[src/rtl/lux_i2c_pkg.sv]
`timescale 1ns/1ps
package lux_i2c_pkg;
    localparam int BYTE_W    = 8;
    localparam int RES_W     = 2 * BYTE_W;
    localparam int THR_BYTES = 4;
    localparam logic [6:0] DEV_ID = 7'b1000100;
    localparam logic [7:0] MAP_LAST = 8'h0F;
    localparam logic [7:0] A_CFG0  = 8'h00;
    localparam logic [7:0] A_CFG1  = 8'h01;
    localparam logic [7:0] A_RESL  = 8'h02;
    localparam logic [7:0] A_RESH  = 8'h03;
    localparam logic [7:0] A_THR0  = 8'h04;
    localparam logic [7:0] A_IDENT = 8'h0F;
    localparam logic [2:0] ID_CODE = 3'b101;
    localparam logic [7:0] STAT_MASK = 8'h04;

    typedef enum logic [3:0] {
        ST_IDLE, ST_DEVADDR, ST_DEVACK, ST_REGADDR, ST_REGACK,
        ST_WDATA, ST_WACK, ST_RDATA, ST_RACK
    } bus_state_e;

    typedef struct packed {
        logic start;
        logic stop;
        logic scl_rise;
        logic scl_fall;
        logic sda;
    } bus_evt_t;

    typedef struct packed {
        logic              en;
        logic [BYTE_W-1:0] addr;
        logic [BYTE_W-1:0] data;
    } reg_wr_t;

    function automatic logic [BYTE_W-1:0] ptr_next(input logic [BYTE_W-1:0] p);
        return (p >= MAP_LAST) ? '0 : p + 8'd1;
    endfunction

    function automatic logic [BYTE_W-1:0] thr_reset(input int idx);
        return (idx >= THR_BYTES / 2) ? 8'hFF : 8'h00;
    endfunction
endpackage

[src/rtl/lux_bus_sync.sv]
`timescale 1ns/1ps
module lux_bus_sync
    import lux_i2c_pkg::*;
#(
    parameter int SYNC_DEPTH = 2
) (
    input  logic     clk,
    input  logic     rst,
    input  logic     scl_i,
    input  logic     sda_i,
    output bus_evt_t evt
);
    logic [SYNC_DEPTH-1:0] scl_ff, sda_ff;
    logic scl_q, sda_q, scl_s, sda_s;

    always_ff @(posedge clk) begin
        if (rst) begin
            scl_ff <= '1;
            sda_ff <= '1;
            scl_q  <= 1'b1;
            sda_q  <= 1'b1;
        end else begin
            scl_ff <= {scl_ff[SYNC_DEPTH-2:0], scl_i};
            sda_ff <= {sda_ff[SYNC_DEPTH-2:0], sda_i};
            scl_q  <= scl_s;
            sda_q  <= sda_s;
        end
    end

    assign scl_s = scl_ff[SYNC_DEPTH-1];
    assign sda_s = sda_ff[SYNC_DEPTH-1];

    always_comb begin
        evt.scl_rise = scl_s & ~scl_q;
        evt.scl_fall = ~scl_s & scl_q;
        evt.start    = scl_s & scl_q & sda_q & ~sda_s;
        evt.stop     = scl_s & scl_q & ~sda_q & sda_s;
        evt.sda      = sda_s;
    end
endmodule

[src/rtl/lux_byte_engine.sv]
`timescale 1ns/1ps
module lux_byte_engine
    import lux_i2c_pkg::*;
(
    input  logic              clk,
    input  logic              rst,
    input  bus_evt_t          evt,
    input  logic [BYTE_W-1:0] rd_data,
    output logic [BYTE_W-1:0] rd_addr,
    output reg_wr_t           wr,
    output logic              sda_oe,
    output logic              int_clear
);
    bus_state_e        st;
    logic [BYTE_W-1:0] shreg, ptr, wr_target;
    logic [3:0]        cnt;
    logic              adv, rnw, mack;

    assign wr_target = adv ? ptr_next(ptr) : ptr;
    assign rd_addr   = ptr;

    always_ff @(posedge clk) begin
        if (rst) begin
            st <= ST_IDLE; shreg <= '0; ptr <= '0; cnt <= '0;
            adv <= 1'b0; rnw <= 1'b0; mack <= 1'b0;
            sda_oe <= 1'b0; int_clear <= 1'b0; wr <= '0;
        end else begin
            int_clear <= 1'b0;
            wr.en     <= 1'b0;
            if (evt.stop) begin
                st <= ST_IDLE; sda_oe <= 1'b0;
            end else if (evt.start) begin
                st <= ST_DEVADDR; cnt <= '0; sda_oe <= 1'b0;
            end else begin
                case (st)
                    ST_DEVADDR, ST_REGADDR, ST_WDATA: begin
                        if (evt.scl_rise && cnt < 4'd8) begin
                            shreg <= {shreg[BYTE_W-2:0], evt.sda};
                            cnt   <= cnt + 4'd1;
                        end else if (evt.scl_fall && cnt == 4'd8) begin
                            cnt <= '0;
                            if (st == ST_DEVADDR) begin
                                if (shreg[7:1] == DEV_ID) begin
                                    st <= ST_DEVACK; sda_oe <= 1'b1; rnw <= shreg[0];
                                end else begin
                                    st <= ST_IDLE;
                                end
                            end else if (st == ST_REGADDR) begin
                                ptr <= shreg; adv <= 1'b0;
                                st <= ST_REGACK; sda_oe <= 1'b1;
                            end else begin
                                st <= ST_WACK; sda_oe <= 1'b1;
                            end
                        end
                    end
                    ST_DEVACK: if (evt.scl_fall) begin
                        if (rnw) begin
                            shreg <= rd_data; sda_oe <= ~rd_data[7];
                            cnt <= 4'd1; st <= ST_RDATA;
                        end else begin
                            sda_oe <= 1'b0; st <= ST_REGADDR;
                        end
                    end
                    ST_REGACK: if (evt.scl_fall) begin
                        sda_oe <= 1'b0; st <= ST_WDATA;
                    end
                    ST_WACK: if (evt.scl_fall) begin
                        sda_oe <= 1'b0;
                        wr <= '{en: 1'b1, addr: wr_target, data: shreg};
                        ptr <= wr_target; adv <= 1'b1;
                        st <= ST_WDATA;
                    end
                    ST_RDATA: if (evt.scl_fall) begin
                        if (cnt == 4'd8) begin
                            sda_oe <= 1'b0; st <= ST_RACK;
                            int_clear <= (ptr == A_CFG0);
                            ptr <= ptr_next(ptr);
                        end else begin
                            shreg  <= {shreg[BYTE_W-2:0], 1'b0};
                            sda_oe <= ~shreg[6];
                            cnt    <= cnt + 4'd1;
                        end
                    end
                    ST_RACK: begin
                        if (evt.scl_rise) begin
                            mack <= ~evt.sda;
                        end else if (evt.scl_fall) begin
                            if (mack) begin
                                shreg <= rd_data; sda_oe <= ~rd_data[7];
                                cnt <= 4'd1; st <= ST_RDATA;
                            end else begin
                                st <= ST_IDLE;
                            end
                        end
                    end
                    default: ;
                endcase
            end
        end
    end


    clr_pulse_chk: assert property (@(posedge clk) disable iff (rst)
        int_clear |=> !int_clear);

    stop_release_chk: assert property (@(posedge clk) disable iff (rst)
        evt.stop |=> !sda_oe);

    write_on_fall_chk: assert property (@(posedge clk) disable iff (rst)
        wr.en |-> $past(evt.scl_fall));
endmodule

[src/rtl/lux_reg_bank.sv]
`timescale 1ns/1ps
module lux_reg_bank
    import lux_i2c_pkg::*;
(
    input  logic                        clk,
    input  logic                        rst,
    input  reg_wr_t                     wr,
    input  logic [BYTE_W-1:0]           rd_addr,
    input  logic [RES_W-1:0]            result_i,
    input  logic                        int_status_i,
    output logic [BYTE_W-1:0]           rd_data,
    output logic [BYTE_W-1:0]           cfg0,
    output logic [BYTE_W-1:0]           cfg1,
    output logic [THR_BYTES*BYTE_W-1:0] thr_bytes,
    output logic                        brownout
);
    always_ff @(posedge clk) begin
        if (rst) begin
            cfg0 <= '0; cfg1 <= '0; brownout <= 1'b1;
        end else if (wr.en) begin
            if (wr.addr == A_CFG0)  cfg0 <= wr.data & ~STAT_MASK;
            if (wr.addr == A_CFG1)  cfg1 <= wr.data;
            if (wr.addr == A_IDENT) brownout <= wr.data[7];
        end
    end

    for (genvar g = 0; g < THR_BYTES; g++) begin : g_thr
        logic [BYTE_W-1:0] q;
        always_ff @(posedge clk) begin
            if (rst)
                q <= thr_reset(g);
            else if (wr.en && wr.addr == A_THR0 + 8'(g))
                q <= wr.data;
        end
        assign thr_bytes[g*BYTE_W +: BYTE_W] = q;
    end

    always_comb begin
        rd_data = '0;
        if (rd_addr == A_CFG0)
            rd_data = (cfg0 & ~STAT_MASK) | (int_status_i ? STAT_MASK : 8'h00);
        else if (rd_addr == A_CFG1)
            rd_data = cfg1;
        else if (rd_addr == A_RESL)
            rd_data = result_i[BYTE_W-1:0];
        else if (rd_addr == A_RESH)
            rd_data = result_i[RES_W-1:BYTE_W];
        else if (rd_addr >= A_THR0 && rd_addr < A_THR0 + 8'(THR_BYTES))
            rd_data = thr_bytes[rd_addr[1:0]*BYTE_W +: BYTE_W];
        else if (rd_addr == A_IDENT)
            rd_data = {brownout, 1'b0, ID_CODE, 3'b000};
    end


    brownout_hold_chk: assert property (@(posedge clk) disable iff (rst)
        !(wr.en && wr.addr == A_IDENT) |=> $stable(brownout));

    thr_hold_chk: assert property (@(posedge clk) disable iff (rst)
        !wr.en |=> $stable(thr_bytes));
endmodule

[src/rtl/lux_i2c_regs.sv]
`timescale 1ns/1ps
module lux_i2c_regs
    import lux_i2c_pkg::*;
#(
    parameter int SYNC_DEPTH = 2
) (
    input  logic        clk,
    input  logic        rst,
    input  logic        scl_i,
    input  logic        sda_i,
    output logic        sda_oe_o,
    input  logic [15:0] result_i,
    input  logic        int_status_i,
    output logic [7:0]  cfg0_o,
    output logic [7:0]  cfg1_o,
    output logic [15:0] low_thr_o,
    output logic [15:0] high_thr_o,
    output logic        brownout_o,
    output logic        int_clear_o
);
    bus_evt_t                    evt;
    reg_wr_t                     wr;
    logic [BYTE_W-1:0]           rd_addr, rd_data;
    logic [THR_BYTES*BYTE_W-1:0] thr_bytes;

    lux_bus_sync #(.SYNC_DEPTH(SYNC_DEPTH)) u_sync (
        .clk(clk), .rst(rst), .scl_i(scl_i), .sda_i(sda_i), .evt(evt)
    );

    lux_byte_engine u_engine (
        .clk(clk), .rst(rst), .evt(evt), .rd_data(rd_data), .rd_addr(rd_addr),
        .wr(wr), .sda_oe(sda_oe_o), .int_clear(int_clear_o)
    );

    lux_reg_bank u_bank (
        .clk(clk), .rst(rst), .wr(wr), .rd_addr(rd_addr), .result_i(result_i),
        .int_status_i(int_status_i), .rd_data(rd_data), .cfg0(cfg0_o),
        .cfg1(cfg1_o), .thr_bytes(thr_bytes), .brownout(brownout_o)
    );

    assign low_thr_o  = thr_bytes[2*BYTE_W-1:0];
    assign high_thr_o = thr_bytes[4*BYTE_W-1:2*BYTE_W];
endmodule

[config.mk]
export PLATFORM = sky130hd
export DESIGN_NAME = lux_i2c_regs
export DESIGN_NICKNAME = d
export VERILOG_FILES = /design/src/rtl/lux_i2c_pkg.sv /design/src/rtl/lux_bus_sync.sv /design/src/rtl/lux_byte_engine.sv /design/src/rtl/lux_reg_bank.sv /design/src/rtl/lux_i2c_regs.sv
export SDC_FILE = /design/constraint.sdc
export NUM_CORES = 1
export LEC_CHECK = 0
export BUFFER_PORTS_ARGS = -buffer_cell sky130_fd_sc_hd__buf_4
export CAP_MARGIN = 30
export CORE_MARGIN = 4
export CORE_UTILIZATION = 42
export DETAILED_ROUTE_END_ITERATION = 8
export GPL_TIMING_DRIVEN = 1
export PLACE_DENSITY = 0.69
export SLEW_MARGIN = 20
export SYNTH_ARGS = -nofsm -noshare
export SYNTH_HDL_FRONTEND = slang
export SYNTH_SLANG_ARGS = --single-unit
[constraint.sdc]
create_clock -name clk -period 4.5 [get_ports clk]
set_input_delay 0.225 -clock clk [delete_from_list [all_inputs] [get_ports clk]]
set_output_delay 0.225 -clock clk [all_outputs]
set_load 0.05 [all_outputs]
==> results of run 1 <==
-- stage by stage --
stage            util  std cells  hold slack (ns)  setup slack (ns)
4_1_cts        0.4974        790          0.06415             1.726
3_5_place_dp   0.4739        775           0.4009             1.749
3_3_place_gp   0.4739        775           0.3992             1.895
2_1_floorplan       -        596           0.3288             2.110
6_report       0.4997        792          0.07024             1.718
5_1_grt        0.4997        792          0.06023             1.366
-- kinds of logic after synthesis --
kind of cell    count (synthesis)  synth area share
compound gates                140            0.1898
xor+xnor                        5          0.008484
fa+ha+maj                       6           0.01454
buf+inv                        47           0.04217
flops                         100            0.3878
mux                            49            0.1071
other cells                     1         0.0007264
simple gates                  248            0.2494
-- cell usage in the layout, fill, tap and decap left out, types with 7 or more instances in the layout --
master / netlist / final
sky130_fd_sc_hd__nand2_1: 61 / 61
sky130_fd_sc_hd__nor2_1: 79 / 79
sky130_fd_sc_hd__clkbuf_16: 0 / 9
sky130_fd_sc_hd__a21oi_1: 32 / 32
sky130_fd_sc_hd__a211oi_1: 7 / 7
sky130_fd_sc_hd__nor3_1: 8 / 8
sky130_fd_sc_hd__nand2b_1: 11 / 11
sky130_fd_sc_hd__mux2i_1: 44 / 44
sky130_fd_sc_hd__a211o_1: 16 / 16
sky130_fd_sc_hd__and3_1: 15 / 15
sky130_fd_sc_hd__inv_1: 8 / 8
sky130_fd_sc_hd__o211ai_1: 7 / 7
sky130_fd_sc_hd__buf_4: 3 / 72
sky130_fd_sc_hd__a22oi_1: 9 / 9
sky130_fd_sc_hd__o22ai_1: 8 / 8
sky130_fd_sc_hd__nand3b_1: 9 / 9
sky130_fd_sc_hd__dfxtp_1: 100 / 100
sky130_fd_sc_hd__o21ai_0: 21 / 21
sky130_fd_sc_hd__nor2b_1: 12 / 12
sky130_fd_sc_hd__or2_2: 9 / 9
-- registers in the layout, indices dropped and copies added (netlist names), 2 cells and up --
register and count:
u_engine.rd_addr 8, u_sync.scl_ff 2, u_engine.st 4, u_sync.sda_ff 2, u_engine.shreg 8, u_engine.cnt 4
u_bank.cfg1 8, u_bank.cfg0 7, u_bank.g_thr.q 32, u_engine.wr 17
-- cell type report --
cell class / count / area [um2] / share of cell area
multi-input combinational: 449 / 2943 / 0.4903
sequential: 100 / 2002 / 0.3335
timing repair buffer: 73 / 560.5 / 0.09339
clock buffer: 10 / 229.0 / 0.03815
tap: 147 / 183.9 / 0.03064
clock inverter: 5 / 53.80 / 0.008964
inverter: 8 / 30.03 / 0.005003
-- routing by layer --
| layer | vias to the layer above | track usage |
|---|---|---|
| li1 | 2233 | - |
| met1 | 2239 | 0.2707 |
| met2 | 166 | 0.3467 |
| met3 | 21 | 0.05081 |
| met4 | 0 | 0.06227 |
| met5 | - | 0 |
-- worst register-to-register path, delay by kind of cell (launching register included) --
family	cells	cell delay (ns)
AOI/OAI and AO/OA	2	0.36
buffers and inverters	1	0.20
DFF	1	0.89
adders and majority gates	1	0.42
and+or+nand+nor	4	0.83
-- power groups by stage --
stage | clock, mW | sequential [mW] | combinational [mW]
floorplan | 0 | 0.926 | 0.0672
CTS | 0.760 | 0.914 | 0.0883
detailed placement | 0 | 0.934 | 0.0876
finish | 0.751 | 0.914 | 0.0914
global placement | 0 | 0.934 | 0.0864
global route | 0.800 | 0.915 | 0.100
-- final timing paths --
path                  startpoint          endpoint  slack, ns  cells past startpoint
max reg2reg  u_engine.rd_addr[1]   u_engine.sda_oe       1.72                      8
max          u_engine.rd_addr[1]   u_engine.sda_oe       1.72                      8
min reg2reg     u_sync.sda_ff[0]  u_sync.sda_ff[1]       0.42                      1
min                        sda_i  u_sync.sda_ff[0]       0.07                      2
==> impl_metrics.csv, run 1 <==
group,metric,value,unit
yosys,yosys_most_used_dff,"sky130_fd_sc_hd__dfxtp_1",
clocking,ctsLongestPathBuffers,2,
critical_path,startpoint_type_of_the_worst_setup_path,"register",
power_and_ir_drop,cell_internal_pwr,1.361,mW
clocking,cts-root-buf,"sky130_fd_sc_hd__clkbuf_16",
clocking,cts.htree.levels,3,
drt,drt_first_iter_violations,438,
drt,routed_via_density,5.883,
drt,wl_met1,6539,um
clocking,clkSinkCount,100,
finish,post-route-cell-area,0.006002,mm2
floorplanning,placeableCoreArea,0.01201,mm2
critical_path,timing.critical_path.mode_cell,"sky130_fd_sc_hd__o211ai_1",
yosys,syn_nets,623,
drt,top_layer,"met4",
critical_path,critical_path_class,"reg -> reg",
placement,portBuffers,70,
critical_path,critPathMaxStageDelay,0.89,ns
drt,vias,4659,
floorplanning,row_count,40,
yosys,yosys-top-cells-area,"sky130_fd_sc_hd__dfxtp_1 39%, sky130_fd_sc_hd__mux2i_1 8.5%, sky130_fd_sc_hd__nor2_1 5.7%",
hold_path,hp-class,"in -> reg",
yosys,synth_seq_cells,100,
yosys,yosys.cell_count.top_type,"sky130_fd_sc_hd__dfxtp_1",
floorplanning,top_level_ports,72,
yosys,synth_enable_flop_cells,0,
clocking,tritoncts,"built",
yosys,netlist.area_leader.share,0.3878,
drt,wl_per_cell,18.65,um
yosys,most_frequent_cells_after_synthesis,"100 x sky130_fd_sc_hd__dfxtp_1, 79 x sky130_fd_sc_hd__nor2_1, 61 x sky130_fd_sc_hd__nand2_1",
timing,final-setup-viol-count,0,
timing,timing.final.crit_share,0.6183,
placement,dpl_cell_area,0.005692,mm2
drt,wl_met3,966,um
floorplanning,chipHeight,118.9,um
placement,globalplace.congestion,0.9067,
timing,maxSlewViolCount,0,
clocking,post-cts-setup-buffers,0,
timing,tns,0,ns
yosys,synth_seq_area_share,0.3878,
finish,fillers,1136,
drt,route.met2.wl,7023,um
run_status,run_status,"finished, final reports clean",
timing,rsz_0062_raised_after_global_routing,"false",
global_route,global_route.usage.total,0.2092,
power_and_ir_drop,clock_power_share,0.428,
global_route,grt_start_max_net_pins,95,
job,cap_violations,0,
floorplanning,initial_core_util,0.4298,
global_route,gr-total-overflow,0,
timing,final-hold-violation-count,0,
finish,layout-drive-gt1-share,0.1907,
drt,remaining_drc_errors,0,
power_and_ir_drop,power.ir.vdd_worst,0.0001676,V
finish,design.final.nets,668,
drt,firstDrtPassIters,5,
timing,clock-skew-final,0.007520,ns
power_and_ir_drop,powerDensity,292.6,mW/mm2
clocking,clk_pin_slew,0.07,ns
critical_path,cp_data_arrival_time,3.03,ns
clocking,numCtsBuffers,9,
yosys,netlist.top_cell.by_area,"sky130_fd_sc_hd__dfxtp_1",
global_route,antenna_found_initial,0,
critical_path,crit_family,"flip-flops",
power_and_ir_drop,total_power,1.756,mW
timing,maxSlewHeadroom,0.4187,
floorplanning,die_width,118.9,um
timing,layout_min_cycle_time,2.782,ns
placement,place_hpwl,10550,um
yosys,yosysWarningCount,0,
power_and_ir_drop,seq_power_share,0.520,
clocking,clock_latency,0.34,ns
timing,timing_worst_slew_pin_value,0.8708,ns
critical_path,crit_required,4.75,ns
yosys,yosysUniqueCellTypes,71,
global_route,global_route_wire_length_before_repair,24020,um
drt,antenna_left,0,
critical_path,cp_max_fo,16,
global_route,first_global_vias,4538,
clocking,cts_hold_repair.buffers,0,
critical_path,timing.critical_path.slowest_stage_cell,"sky130_fd_sc_hd__dfxtp_1",
clocking,post_cts_resized,0,
critical_path,crit_path_end_kind,"register",
critical_path,worst-path-buf-inv,1,
critical_path,series_of_cell_instances_along_the_critical_path,"inv_1, ha_1, nor3b_1, o211ai_1, o211ai_1, nand4b_1, and4b_1, nor4_1",
power_and_ir_drop,power_frac_comb,0.052,
power_and_ir_drop,total_switching_power,395.4,uW
drt,finalWirelength,14770,um
yosys,netlist_area,0.005162,mm2
yosys,syn_inst,596,
timing,fmaxAchievable,359.4,MHz
power_and_ir_drop,total_leakage_power,2.275,nW
finish,syn2layout_area_growth,16.26,%
yosys,syn_avg_cell_area,8.662,um2
yosys,synth_async_sr_flop_share,0,
power_and_ir_drop,power_switching_share,0.2251,
floorplanning,die-area,0.01413,mm2
finish,antennaDiodeCount,0,
Power figures use the tool's default switching activity.
==> inputs of run 2 (changes only) <==
--- a/config.mk
+++ b/config.mk
@@ -5,13 +5,14 @@
 export SDC_FILE = /design/constraint.sdc
 export NUM_CORES = 1
 export LEC_CHECK = 0
+export ABC_AREA = 1
 export BUFFER_PORTS_ARGS = -buffer_cell sky130_fd_sc_hd__buf_4
 export CAP_MARGIN = 30
 export CORE_MARGIN = 4
 export CORE_UTILIZATION = 42
 export DETAILED_ROUTE_END_ITERATION = 8
 export GPL_TIMING_DRIVEN = 1
-export PLACE_DENSITY = 0.69
+export PLACE_DENSITY = 0.7
 export SLEW_MARGIN = 20
 export SYNTH_ARGS = -nofsm -noshare
 export SYNTH_HDL_FRONTEND = slang
==> constraint.sdc (replaced) <==
create_clock -name clk -period 2.6 [get_ports clk]
set_input_delay 0.13 -clock clk [delete_from_list [all_inputs] [get_ports clk]]
set_output_delay 0.13 -clock clk [all_outputs]
set_load 0.05 [all_outputs]
==> run 2 against run 1 <==
Against the previous run: setup slack worse by 1.2 ns; wire length is 2.4% higher; clock skew hardly changed; largest cell class unchanged.
==> impl_metrics.csv, run 2 <==
group,metric,value,unit
run_status,run_status,"finished, final reports clean",
yosys,yosys-top-cells-area,"sky130_fd_sc_hd__dfxtp_1 40%, sky130_fd_sc_hd__nand2_1 11%, sky130_fd_sc_hd__a21oi_1 9.2%",
floorplanning,top_level_ports,72,
critical_path,critPathMaxStageDelay,0.57,ns
critical_path,worst-path-buf-inv,3,
power_and_ir_drop,total_leakage_power,2.759,nW
job,cap_violations,0,
critical_path,crit_required,2.89,ns
yosys,syn_avg_cell_area,6.835,um2
drt,antenna_left,0,
critical_path,timing.critical_path.slowest_stage_cell,"sky130_fd_sc_hd__dfxtp_1",
floorplanning,row_count,39,
yosys,yosys_most_used_dff,"sky130_fd_sc_hd__dfxtp_1",
yosys,yosys.cell_count.top_type,"sky130_fd_sc_hd__nand2_1",
critical_path,cp_max_fo,12,
clocking,post_cts_resized,0,
critical_path,series_of_cell_instances_along_the_critical_path,"inv_1, ha_1, nand2_1, nor2_2, buf_4, inv_1, o21ai_0, a21o_1, a21oi_1",
timing,timing_worst_slew_pin_value,0.6503,ns
clocking,clkSinkCount,100,
yosys,yosysUniqueCellTypes,36,
global_route,global_route_wire_length_before_repair,24410,um
global_route,antenna_found_initial,0,
timing,final-setup-viol-count,0,
yosys,netlist.top_cell.by_area,"sky130_fd_sc_hd__dfxtp_1",
hold_path,hp-class,"in -> reg",
floorplanning,die-area,0.01377,mm2
yosys,synth_async_sr_flop_share,0,
timing,finalHoldWorstSlack,0.1143,ns
yosys,synth_seq_cells,100,
drt,firstDrtPassIters,5,
power_and_ir_drop,powerDensity,904.9,mW/mm2
global_route,gr-total-overflow,0,
finish,fillers,1150,
placement,portBuffers,70,
critical_path,startpoint_type_of_the_worst_setup_path,"register",
timing,fmaxAchievable,485.6,MHz
finish,regMostFlops,"u_bank.g_thr.q",
timing,timing.final.crit_share,0.7920,
drt,remaining_drc_errors,0,
yosys,yosysWarningCount,0,
placement,globalplace.congestion,0.9217,
drt,finalWirelength,15130,um
clocking,clock_latency,0.35,ns
global_route,first_global_vias,4798,
yosys,post_synth_mux_area_share,0,
global_route,global_route.usage.total,0.2177,
floorplanning,initial_core_util,0.4344,
global_route,grt.busiest_layer,"met2",
drt,wl_per_cell,15.99,um
finish,final_cell_mix,"142 x sky130_fd_sc_hd__nand2_1, 100 x sky130_fd_sc_hd__dfxtp_1, 92 x sky130_fd_sc_hd__a21oi_1",
timing,tns,0,ns
yosys,netlist_area,0.005024,mm2
timing,maxSlewViolCount,0,
clocking,ctsLongestPathBuffers,2,
yosys,synth-xor-area-share,0.001743,
critical_path,r2r-start,"u_engine.rd_addr[1]",
finish,largest_register_ff_count,32,
clocking,clk_pin_slew,0.07,ns
timing,final-hold-violation-count,0,
yosys,combinational_family_with_the_most_area_after_synthesis,"simple AND/OR/NAND/NOR gates",
yosys,synth_seq_area_share,0.3985,
yosys,synth_enable_flop_cells,0,
yosys,synth_compound_gate_area_share,0.2284,
finish,antennaDiodeCount,0,
critical_path,cp_data_arrival_time,2.34,ns
clocking,cts-root-buf,"sky130_fd_sc_hd__clkbuf_16",
yosys,most_frequent_cells_after_synthesis,"142 x sky130_fd_sc_hd__nand2_1, 100 x sky130_fd_sc_hd__dfxtp_1, 92 x sky130_fd_sc_hd__a21oi_1",
yosys,syn_nets,762,
yosys,netlist.area_leader.share,0.3985,
finish,final_common_cell,"sky130_fd_sc_hd__nand2_1",
floorplanning,placeableCoreArea,0.01156,mm2
drt,routed_via_density,5.370,
global_route,met3_usage,0.03080,
global_route,m1_gr_usage,0.3108,
finish,syn2layout_area_growth,19.43,%
yosys,syn_inst,735,
critical_path,crit_path_end_kind,"register",
clocking,tritoncts,"built",
global_route,gr-usage-met2,0.3288,
timing,layout_min_cycle_time,2.059,ns
floorplanning,die_width,117.4,um
finish,reg.largest.list,"u_bank.g_thr.q (32), u_engine.wr (17)",
power_and_ir_drop,power.ir.vdd_worst,0.0005539,V
critical_path,crit_family,"buffers and inverters",
critical_path,worst_setup_path_startpoint,"u_engine.rd_addr[1]",
floorplanning,chipHeight,117.4,um
yosys,post_synth_and_or_nand_nor_area_fraction,0.2702,
global_route,grt_start_max_net_pins,74,
critical_path,timing.critical_path.mode_cell,"sky130_fd_sc_hd__inv_1",
timing,maxSlewHeadroom,0.5665,
critical_path,critical_path_class,"reg -> reg",
timing,rsz_0062_raised_after_global_routing,"false",
clocking,cts.htree.levels,3,
timing,clock-skew-final,0.007675,ns
hold_path,min-delay-start,"rst",
finish,design.final.nets,825,
yosys,synthAdderAreaFrac,0.01494,
placement,place_hpwl,11350,um
clocking,numCtsBuffers,9,
drt,drt_first_iter_violations,450,
finish,layout-drive-gt1-share,0.1669,
drt,vias,5080,
[run 2: cell families after synthesis]
| group | count (synthesis) |
|---|---|
| simple gates | 309 |
| flops | 100 |
| other cells | 1 |
| fa+ha+maj | 6 |
| buf+inv | 104 |
| xor+xnor | 1 |
| compound gates | 214 |
[run 2: cell type report]
| class | instances | area, um2 | area share |
|---|---|---|---|
| tap | 143 | 178.9 | 0.02982 |
| clock buffer | 9 | 225.2 | 0.03754 |
| sequential | 100 | 2002 | 0.3337 |
| clock inverter | 7 | 102.6 | 0.01710 |
| inverter | 74 | 277.8 | 0.04630 |
| multi-input combinational | 531 | 2592 | 0.4321 |
| timing repair buffer | 82 | 620.6 | 0.1034 |
[run 2: path summary, 6_finish.rpt]
| kind | to | cells after the start | slack (ns) |
|---|---|---|---|
| min | u_engine.adv | 2 | 0.11 |
| min reg2reg | u_sync.sda_ff[1] | 1 | 0.41 |
| max | u_engine.shreg[2] | 9 | 0.54 |
| max reg2reg | u_engine.shreg[2] | 9 | 0.54 |
[run 2: report_power, final]
group	total, mW	internal (mW)	switching [mW]	leakage [nW]
logic	2.17	0.716	1.46	1.79
clock network	1.47	0.857	0.616	0.157
registers	1.78	1.66	0.126	0.810
[run 2: through the flow]
| stage | utilization | instances | area (um2) | setup WS (ns) | power [mW] |
|---|---|---|---|---|---|
| floorplan | - | 735 | 5024 | 0.7506 | 3.484 |
| global placement | 0.4887 | 928 | 5652 | 0.6981 | 3.900 |
| detailed placement | 0.4887 | 928 | 5652 | 0.5891 | 3.949 |
| CTS | 0.5188 | 946 | 6000 | 0.5679 | 5.428 |
| global route | 0.5188 | 946 | 6000 | 0.3412 | 5.855 |
| finish | 0.5188 | 946 | 6000 | 0.5408 | 5.429 |
[run 2: metal layers]
layer,part of all wire,up-vias
met5,0,-
met4,0.022,0
met3,0.059,22
met2,0.44,178
met1,0.48,2327
li1,-,2553
[run 2: repair_timing]
| action | 4_1_cts | 5_1_grt |
|---|---|---|
| hold buffers | 2 | 0 |
| hold endpoints to repair | 2 | 0 |
| setup endpoints to repair | 0 | 0 |
| setup buffers | 0 | 0 |
==> inputs of run 3 (changes only) <==
--- a/config.mk
+++ b/config.mk
@@ -12,7 +12,7 @@
 export CORE_UTILIZATION = 42
 export DETAILED_ROUTE_END_ITERATION = 8
 export GPL_TIMING_DRIVEN = 1
-export PLACE_DENSITY = 0.7
+export PLACE_DENSITY = 0.72
 export SLEW_MARGIN = 20
 export SYNTH_ARGS = -nofsm -noshare
 export SYNTH_HDL_FRONTEND = slang
==> constraint.sdc (replaced) <==
create_clock -name clk -period 1.8 [get_ports clk]
set_input_delay 0.09 -clock clk [delete_from_list [all_inputs] [get_ports clk]]
set_output_delay 0.09 -clock clk [all_outputs]
set_load 0.05 [all_outputs]
==> run 3 against run 2 <==
Against the previous run: critical path type unchanged; clock skew rose by 0.0036 ns; critical path depth is 2 higher; cell area increased by 6.5%; highest routed layer unchanged; combinational power increased by 71%; clock power is 54% higher; wire length down 0.46%; hold slack worse by 0.039 ns.
==> impl_metrics.csv, run 3 (synthesis gave the netlist of run 2 again) <==
group,metric,value,unit
run_status,run_status,"finished, final reports clean",
finish,syn2layout_area_growth,27.22,%
drt,finalWirelength,15060,um
timing,layout_min_cycle_time,1.697,ns
job,cap_violations,0,
finish,final_cell_mix,"134 x sky130_fd_sc_hd__nand2_1, 103 x sky130_fd_sc_hd__buf_4, 93 x sky130_fd_sc_hd__dfxtp_1",
finish,largest_register_ff_count,32,
finish,layout-drive-gt1-share,0.2284,
hold_path,hp-class,"in -> reg",
global_route,grt_start_max_net_pins,78,
timing,final-hold-violation-count,0,
hold_path,worst_hold_path.endpoint,"u_engine.cnt[1]",
clocking,cts-root-buf,"sky130_fd_sc_hd__clkbuf_16",
drt,firstDrtPassIters,5,
critical_path,r2r_cells,11,
drt,remaining_drc_errors,0,
finish,regMostFlops,"u_bank.g_thr.q",
critical_path,cp.depth,11,
floorplanning,die-area,0.01377,mm2
placement,portBuffers,70,
power_and_ir_drop,total_leakage_power,2.936,nW
clocking,numCtsBuffers,9,
critical_path,crit_family,"simple AND/OR/NAND/NOR gates",
floorplanning,placeableCoreArea,0.01156,mm2
hold_path,worstHoldPathCells,2,
critical_path,crit_path_end_kind,"register",
finish,final_common_cell,"sky130_fd_sc_hd__nand2_1",
timing,maxSlewHeadroom,0.5318,
finish,sequential_cell_area,0.002011,mm2
clocking,clkSinkCount,100,
hold_path,min-delay-start,"rst",
floorplanning,chipHeight,117.4,um
drt,vias,5179,
global_route,antenna_found_initial,0,
critical_path,regToRegEndpoint,"u_engine.st[0]",
critical_path,startpoint_type_of_the_worst_setup_path,"register",
clocking,clk_pin_slew,0.07,ns
finish,design.final.nets,854,
floorplanning,initial_core_util,0.4344,
placement,dpl_cell_area,0.005822,mm2
power_and_ir_drop,power.ir.vdd_worst,0.0006635,V
finish,post-route-cell-area,0.006391,mm2
timing,fmaxAchievable,589.3,MHz
timing,clock-skew-final,0.01130,ns
finish,fillers,1099,
clocking,clock_latency,0.35,ns
global_route,first_global_vias,4592,
floorplanning,row_count,39,
timing,timing.final.crit_share,0.9428,
clocking,cts.htree.levels,3,
floorplanning,die_width,117.4,um
timing,finalHoldWorstSlack,0.07518,ns
clocking,ctsLongestPathBuffers,2,
placement,place_hpwl,10860,um
critical_path,timing.critical_path.slowest_stage_cell,"sky130_fd_sc_hd__dfxtp_1",
global_route,gr-total-overflow,0,
critical_path,critPathMaxStageDelay,0.39,ns
placement,globalplace.congestion,0.9666,
critical_path,crit_required,2.05,ns
timing,tns,0,ns
drt,antenna_left,0,
power_and_ir_drop,powerDensity,1340,mW/mm2
drt,wl_per_cell,15.45,um
finish,antennaDiodeCount,0,
finish,reg.largest.list,"u_bank.g_thr.q (32), u_engine.wr (17)",
timing,timing_worst_slew_pin_value,0.7023,ns
critical_path,r2r-start,"u_engine.st[0]",
critical_path,r2r_setup_slack,0.10,ns
critical_path,cp_data_arrival_time,1.95,ns
global_route,global_route_wire_length_before_repair,24050,um
timing,maxSlewViolCount,0,
critical_path,worst-path-buf-inv,4,
global_route,global_route.usage.total,0.2147,
critical_path,cp_max_fo,4,
clocking,tritoncts,"built",
critical_path,series_of_cell_instances_along_the_critical_path,"buf_4, nand3_1, nand2_2, inv_1, o21ai_1, nor2_1, buf_4, o211ai_1, nand3_1, nand2_1, inv_1",
critical_path,critical_path_class,"reg -> reg",
drt,routed_via_density,5.312,
floorplanning,top_level_ports,72,
finish,multi_input_area,0.002710,mm2
timing,final-setup-viol-count,0,
drt,drt_first_iter_violations,379,
==> run 3: changes by cell type in the layout (fill, tap and decap cells not counted), moves of 7 or more <==
| cell | change |
|---|---|
| sky130_fd_sc_hd__nand2_1 | -8 |
| sky130_fd_sc_hd__dfxtp_1 | -7 |
| sky130_fd_sc_hd__buf_4 | +23 |
| sky130_fd_sc_hd__nand2_2 | +7 |
| sky130_fd_sc_hd__dfxtp_2 | +7 |
==> run 3: how the worst max path moves through the flow <==
| stage | from | end | slack, ns |
|---|---|---|---|
| after floorplan | u_engine.rd_addr[1] | u_engine.shreg[6] | 0.03 |
| after global placement | u_engine.cnt[0] | u_engine.shreg[0] | 0.02 |
| after detailed placement | u_engine.cnt[0] | u_engine.rd_addr[7] | 0.02 |
| after CTS | u_engine.cnt[0] | u_engine.shreg[0] | 0.006 |
| after global routing | u_engine.st[1] | u_engine.cnt[3] | -0.02 |
| final | u_engine.st[0] | u_engine.st[0] | 0.10 |
==> run 3: final cells by class <==
type                    count  area share
clock inverters             7     0.01899
multi-input cells         532      0.4240
clock buffers               9     0.03524
flip-flops and latches    100      0.3146
repair buffers            110      0.1357
well taps                 143     0.02800
inverters                  74     0.04346
==> run 3: worst reg2reg max path, stage by stage, from the launching register on <==
cell	delay, ns
sky130_fd_sc_hd__dfxtp_1	0.39
sky130_fd_sc_hd__buf_4	0.16
sky130_fd_sc_hd__nand3_1	0.13
sky130_fd_sc_hd__nand2_2	0.15
sky130_fd_sc_hd__inv_1	0.09
sky130_fd_sc_hd__o21ai_1	0.18
sky130_fd_sc_hd__nor2_1	0.10
sky130_fd_sc_hd__buf_4	0.15
sky130_fd_sc_hd__o211ai_1	0.07
sky130_fd_sc_hd__nand3_1	0.09
sky130_fd_sc_hd__nand2_1	0.06
sky130_fd_sc_hd__inv_1	0.03
==> run 3: layer usage <==
layer,vias to the layer above,wire (um),track usage,share of wire
met1,2319,7086,0.3117,0.47
met4,0,382,0.08578,0.025
met2,210,6587,0.3132,0.44
met3,29,1003,0.04090,0.067
li1,2621,-,-,-
met5,-,0,0,0
==> run 3: repair_timing <==
item | CTS | global route
buffers inserted | 0 | 6
endpoints found under the setup margin | 0 | 26
resized for setup | 0 | 45
hold endpoints to repair | 2 | 0
hold buffers | 2 | 0
==> run 3: report_power, final <==
part	switching (mW)	leakage (nW)	internal [mW]
logic	2.37	1.95	1.35
registers	0.175	0.813	2.41
clock network	0.891	0.170	1.37
==> run 3: metrics by stage <==
stage	power, mW	utilization	std cells	setup WS [ns]
4_1_cts	8.168	0.5351	967	0.005743
3_3_place_gp	5.886	0.5034	949	0.02379
5_1_grt	9.178	0.5526	975	-0.02123
2_1_floorplan	5.034	-	735	0.03175
3_5_place_dp	5.890	0.5034	949	0.01876
6_report	8.564	0.5526	975	0.1030
